**config.mk**
```make
export PLATFORM = sky130hd
export DESIGN_NAME = crc8_stream_acc
export DESIGN_NICKNAME = d
export VERILOG_FILES = /design/src/rtl/crc8_acc_pkg.sv /design/src/rtl/crc8_lfsr_step.sv /design/src/rtl/crc8_byte_engine.sv /design/src/rtl/crc8_stream_acc.sv
export SDC_FILE = /design/constraint.sdc
export NUM_CORES = 1
export LEC_CHECK = 0
export BUFFER_PORTS_ARGS = -buffer_cell sky130_fd_sc_hd__buf_2
export CORE_MARGIN = 2
export CORE_UTILIZATION = 43
export DETAILED_ROUTE_END_ITERATION = 16
export GPL_ROUTABILITY_DRIVEN = 0
export PLACE_DENSITY = 0.71
export SLEW_MARGIN = 5
export SYNTH_ARGS = -nofsm -noshare
export SYNTH_HDL_FRONTEND = slang
export SYNTH_SLANG_ARGS = --single-unit
```
**constraint.sdc**
```tcl
create_clock -name clk -period 1.85 [get_ports clk]
set_clock_uncertainty 0.15 [all_clocks]
set_input_delay 0.0925 -clock clk [delete_from_list [all_inputs] [get_ports clk]]
set_output_delay 0.0925 -clock clk [all_outputs]
set_load 0.005 [all_outputs]
```
**src/rtl/crc8_acc_pkg.sv**
```systemverilog
package crc8_acc_pkg;

    localparam int unsigned DEF_DATA_W = 8;
    localparam int unsigned DEF_CRC_W  = 8;
    // reflected form of x^8 + x^5 + x^4 + 1
    localparam logic [7:0]  DEF_POLY   = 8'h8C;
    localparam logic [7:0]  DEF_SEED   = 8'h00;

endpackage

```
**src/rtl/crc8_lfsr_step.sv**
```systemverilog
// One LSB-first shift of the check register with one incoming data bit.
module crc8_lfsr_step #(
    parameter int unsigned          CRC_W = 8,
    parameter logic [CRC_W-1:0]     POLY  = 8'h8C
) (
    input  logic [CRC_W-1:0] crc_i,
    input  logic             bit_i,
    output logic [CRC_W-1:0] crc_o
);
    logic             fb;
    logic [CRC_W-1:0] shifted;

    always_comb begin
        fb      = crc_i[0] ^ bit_i;
        shifted = crc_i >> 1;
        crc_o   = fb ? (shifted ^ POLY) : shifted;
    end
endmodule

```
**src/rtl/crc8_byte_engine.sv**
```systemverilog
// Unrolled byte update: a chain of DATA_W single-bit steps, bit 0 first.
module crc8_byte_engine #(
    parameter int unsigned          DATA_W = 8,
    parameter int unsigned          CRC_W  = 8,
    parameter logic [CRC_W-1:0]     POLY   = 8'h8C
) (
    input  logic [CRC_W-1:0]  crc_i,
    input  logic [DATA_W-1:0] data_i,
    output logic [CRC_W-1:0]  crc_o
);
    logic [CRC_W-1:0] stage [DATA_W+1];

    assign stage[0] = crc_i;

    for (genvar k = 0; k < DATA_W; k++) begin : g_step
        crc8_lfsr_step #(
            .CRC_W (CRC_W),
            .POLY  (POLY)
        ) u_step (
            .crc_i (stage[k]),
            .bit_i (data_i[k]),
            .crc_o (stage[k+1])
        );
    end

    assign crc_o = stage[DATA_W];
endmodule

```
**src/rtl/crc8_stream_acc.sv**
```systemverilog
module crc8_stream_acc
    import crc8_acc_pkg::*;
#(
    parameter int unsigned          DATA_W = DEF_DATA_W,
    parameter int unsigned          CRC_W  = DEF_CRC_W,
    parameter logic [CRC_W-1:0]     POLY   = DEF_POLY,
    parameter logic [CRC_W-1:0]     SEED   = DEF_SEED
) (
    input  logic              clk,
    input  logic              rst_n,
    input  logic              clr_i,
    input  logic              vld_i,
    input  logic [DATA_W-1:0] byte_i,
    output logic [CRC_W-1:0]  rem_o,
    output logic              zero_o
);
    localparam logic [CRC_W-1:0] ZERO_REM = '0;

    typedef struct packed {
        logic [CRC_W-1:0] rem;
        logic             zero;
    } acc_state_t;

    acc_state_t       st_d, st_q;
    logic [CRC_W-1:0] upd_rem;

    crc8_byte_engine #(
        .DATA_W (DATA_W),
        .CRC_W  (CRC_W),
        .POLY   (POLY)
    ) u_engine (
        .crc_i  (st_q.rem),
        .data_i (byte_i),
        .crc_o  (upd_rem)
    );

    always_comb begin
        st_d = st_q;
        if (clr_i) begin
            st_d.rem = SEED;
        end else if (vld_i) begin
            st_d.rem = upd_rem;
        end
        st_d.zero = (st_d.rem == ZERO_REM);
    end

    always_ff @(posedge clk) begin
        if (!rst_n) begin
            st_q.rem  <= SEED;
            st_q.zero <= (SEED == ZERO_REM);
        end else begin
            st_q <= st_d;
        end
    end

    assign rem_o  = st_q.rem;
    assign zero_o = st_q.zero;

    AST_RESET_SEED: assert property (@(posedge clk)
        !rst_n |=> (rem_o == SEED));

    AST_CLEAR_WINS: assert property (@(posedge clk) disable iff (!rst_n)
        clr_i |=> (rem_o == SEED));

    AST_MATCH_CANCELS: assert property (@(posedge clk) disable iff (!rst_n)
        (vld_i && !clr_i && (byte_i == rem_o)) |=> (rem_o == ZERO_REM));

    AST_IDLE_HOLDS: assert property (@(posedge clk) disable iff (!rst_n)
        (!vld_i && !clr_i) |=> ($stable(rem_o) && $stable(zero_o)));

    AST_FLAG_AGREES: assert property (@(posedge clk) disable iff (!rst_n)
        zero_o == (rem_o == ZERO_REM));
endmodule

```
==> metrics.log <==
[metrics] final cycle utilization of the critical path: 100.2%
[metrics] number of buffers added by the clock tree synthesis step: 3
[metrics] highest attainable clock frequency: 539.5 MHz
[metrics] net count of the finished layout: approximately 120
[metrics] H-Tree Level Count: 1
[metrics] Die Outline Area: 0.001837 mm^2
[metrics] power density over the cells: 859.1 mW/mm^2
[metrics] number of vias per cell after detailed routing: roughly 5
[metrics] maximum clock path buffer count: 2
[metrics] number of warnings printed during yosys synthesis: 0
[metrics] layer with the highest usage after global routing: met2
[metrics] overall global routing resource usage: roughly 18%
[metrics] worst IR drop on VDD: 0.3677 mV
[metrics] pin count of the biggest net entering global routing: 17
[metrics] number of clock sinks seen by CTS: 9
[metrics] final hold violations: 0
[metrics] via count of the first global-routing pass: 524
[metrics] Area Growth Syn to Fin: 43.35%
[metrics] area used by multi-input combinational logic: just under 500 um^2
[metrics] # DRC: 0
[metrics] horizontal extent of the die: 42.86 um
[metrics] Detailed Route Iter0 Violations: 4
[metrics] proportion of layout cells with a drive suffix above 1: 45.19%
[metrics] total instance count after detailed placement: 115
[metrics] clock edge transition at the registers on the reported setup and hold paths: 0.06 ns
[metrics] Vert. Die Dim: 42.86 um
[metrics] Slew headroom: 72.90%
[metrics] violated checks: setup timing
[metrics] met3 Use GR: between 5 and 6%
[metrics] clock latency at the later pin of the worst-skew pair: between 0.2 and 0.3 ns
[metrics] Cell Area, Synth: 649.4 um^2
[metrics] Setup Total Neg Slack: -0.003399 ns
[metrics] met2 demand-to-capacity share in global routing: 27.27%
[metrics] dominant cells by area after synthesis: sky130_fd_sc_hd__dfxtp_1 28%, sky130_fd_sc_hd__xnor2_1 23%, sky130_fd_sc_hd__xnor2_2 7.5%, sky130_fd_sc_hd__xnor3_1 6.9%, sky130_fd_sc_hd__a211oi_1 5.8%
[metrics] FF-to-FF setup slack: -0.003 ns
[metrics] vias after detailed routing: 583
[metrics] startpoint type of the worst setup path: flop
[metrics] Floorplan Core Area: 0.001454 mm^2
[metrics] placed wire-length estimate: 1161 um
[metrics] instance area at placement: between 800 and 900 um^2
[metrics] number of detailed-routing iterations run before antenna repair: 6
[metrics] outcome: complete, but fails checks
[metrics] Filler cells: 123
[metrics] starting density of the core: 44.66%
[metrics] worst setup path class: flop to flop
[metrics] class of the tightest hold or removal check: input pin to flop
[metrics] reported max-cap violation count: 0
[metrics] average footprint of a synthesized cell: 9.550 um^2
[metrics] global-route wire length before repair: 2304 um
[metrics] antenna diode instance count: 0
[metrics] met1 capacity usage during global routing: 21.05%
[metrics] Final Instance Area: 930.9 um^2
[metrics] GRT Residual Overflow: 0
[metrics] actual transition at the worst max-transition pin: 0.4037 ns
[metrics] number of input and output port buffers inserted: 20
[metrics] TritonCTS clock tree: yes
[metrics] number of rows created at floorplan: 14
[metrics] final WL: 1484 um
[metrics] final critical-path setup slack: -0.003399 ns
[metrics] ANT nets after route: 0
[metrics] synthesized net count: 80
[metrics] part of the Yosys area used for sequential elements: 27.75%
[metrics] IO Pins: 21
[metrics] proportion of netlist area held by the largest area contributor: between 20% and 30%
[metrics] number of different library cells in the post-synthesis netlist: 22
[metrics] non-filler instance count after layout: 120
[metrics] Yosys top cell by area: sky130_fd_sc_hd__dfxtp_1
[metrics] routed length per placed instance: ~12 um
[metrics] clock period minus worst slack: ~1.9 ns
[metrics] type of destination of the critical path: flop
[metrics] Required @ worst endpoint: about 1.9 ns
[metrics] Leakage: 0.4410 nW
[metrics] Arrival @ worst endpoint: 1.87 ns
[metrics] CTS root buf: sky130_fd_sc_hd__clkbuf_4
[metrics] post-synthesis register bit count: 9
[metrics] final setup fails: 1
[metrics] max-slew violation total from the final report: 0
[metrics] initial antenna violation count: 0
[metrics] gate count of the mapped netlist: 68
[metrics] total area of sequential cells: 182.7 um^2
[metrics] setup repair after global routing missed its margin: yes
[metrics] top fanout value on the critical path: 4
-- power breakdown --
part           internal, mW  leakage [nW]  switching [mW]
clock                0.0835        0.0150          0.0750
sequential            0.212        0.0746          0.0139
combinational         0.236         0.351           0.179
-- kinds of logic (layout without fill, tap and decap cells) --
logic type | Yosys count | in the layout | share of synthesized area, %
AO/OA/AOI/OAI | 13 | 13 | 13.87
flip-flops | 9 | 9 | 27.75
XOR/XNOR | 26 | 26 | 45.28
AND/OR/NAND/NOR | 17 | 17 | 11.37
buffers and inverters | 3 | 39 | 1.734
-- synth_stat cells --
cell type                  number
sky130_fd_sc_hd__a31o_1         1
sky130_fd_sc_hd__buf_1          1
sky130_fd_sc_hd__o21ai_1        1
sky130_fd_sc_hd__xor3_2         1
sky130_fd_sc_hd__a21oi_1        2
sky130_fd_sc_hd__nand2b_1       1
sky130_fd_sc_hd__or4_1          1
sky130_fd_sc_hd__clkbuf_1       2
sky130_fd_sc_hd__a21bo_1        1
sky130_fd_sc_hd__and3_1         1
sky130_fd_sc_hd__nor2_1        10
sky130_fd_sc_hd__dfxtp_1        9
sky130_fd_sc_hd__o211ai_1       1
sky130_fd_sc_hd__xnor2_2        3
sky130_fd_sc_hd__a31oi_1        1
sky130_fd_sc_hd__xor2_1         3
sky130_fd_sc_hd__o21ai_0        1
sky130_fd_sc_hd__xnor2_1       17
sky130_fd_sc_hd__nor3_1         1
sky130_fd_sc_hd__a211oi_1       5
sky130_fd_sc_hd__xnor3_1        2
sky130_fd_sc_hd__nand2_1        3
-- state kept, by name, summed over array words and instances (netlist names) --
signal,count
rem_o,8
zero_o,1
-- layout make-up --
cell class                 count  share of cell area, %
multi-input combinational     56                  52.55
timing repair buffer          35                  22.85
sequential                     9                  19.62
clock buffer                   4                  2.823
tap                           16                  2.151
-- critical path: stages (launching register included) --
cell                      delay, ns
sky130_fd_sc_hd__dfxtp_2       0.33
sky130_fd_sc_hd__xnor2_2       0.19
sky130_fd_sc_hd__buf_4         0.16
sky130_fd_sc_hd__xnor2_2       0.11
sky130_fd_sc_hd__xor3_2        0.33
sky130_fd_sc_hd__o21ai_1       0.09
sky130_fd_sc_hd__a21bo_1       0.20
sky130_fd_sc_hd__a31o_1        0.19
-- what timing repair did --
action | 4_1_cts | 5_1_grt
hold buffers | 0 | 0
endpoints found under the setup margin | 1 | 2
pin swaps | 1 | 1
setup buffers | 1 | 0
cloned | 0 | 0
gates resized for setup | 1 | 1
-- path summary, 6_finish.rpt --
check / startpoint / to / cells after the start
worst max-delay path: rem_o[0]$_SDFF_PN0_ / zero_o$_SDFF_PN1_ / 7
worst min-delay path: vld_i / rem_o[5]$_SDFF_PN0_ / 3
worst max register to register: rem_o[0]$_SDFF_PN0_ / zero_o$_SDFF_PN1_ / 7
worst min register to register: rem_o[7]$_SDFF_PN0_ / rem_o[7]$_SDFF_PN0_ / 2
-- placed cells by master, fill, tap and decap left out --
cell	instances
sky130_fd_sc_hd__nand2_1	3
sky130_fd_sc_hd__xnor2_4	1
sky130_fd_sc_hd__nor3_1	1
sky130_fd_sc_hd__dfxtp_2	2
sky130_fd_sc_hd__a211oi_2	1
sky130_fd_sc_hd__a21bo_1	1
sky130_fd_sc_hd__buf_2	20
sky130_fd_sc_hd__and3_1	1
sky130_fd_sc_hd__a21oi_1	2
sky130_fd_sc_hd__clkbuf_4	3
sky130_fd_sc_hd__o211ai_1	1
sky130_fd_sc_hd__o21ai_1	1
sky130_fd_sc_hd__o21ai_0	1
sky130_fd_sc_hd__buf_4	15
sky130_fd_sc_hd__nor2_1	10
sky130_fd_sc_hd__xnor2_2	4
sky130_fd_sc_hd__a31o_1	1
sky130_fd_sc_hd__a31oi_1	1
sky130_fd_sc_hd__clkbuf_1	1
sky130_fd_sc_hd__xor3_2	1
sky130_fd_sc_hd__a211oi_1	4
sky130_fd_sc_hd__xnor3_1	2
sky130_fd_sc_hd__xor2_1	3
sky130_fd_sc_hd__dfxtp_1	7
sky130_fd_sc_hd__xnor2_1	15
sky130_fd_sc_hd__nand2b_1	1
sky130_fd_sc_hd__or4_1	1
-- per-layer routing --
| layer | vias to the layer above | part of all wire [%] |
|---|---|---|
| met5 | - | 0 |
| met4 | 0 | 1.9 |
| met3 | 3 | 5.5 |
| met2 | 22 | 49 |
| met1 | 253 | 43 |
| li1 | 305 | - |
-- stage by stage --
stage                     utilization, %  power, mW  hold WS (ns)  worst slack, ns
final                              64.03     0.7997       0.08345        -0.003399
after CTS                          63.68     0.8045       0.06255         -0.01275
after floorplan                        -     0.5092        0.2125          0.01504
after global placement             61.27     0.6256        0.3232        0.0004022
after detailed placement           61.27     0.6350        0.3232         -0.04177
after global routing               64.03     0.8535        0.1171          -0.1238
(Power assumes the default switching activity.)
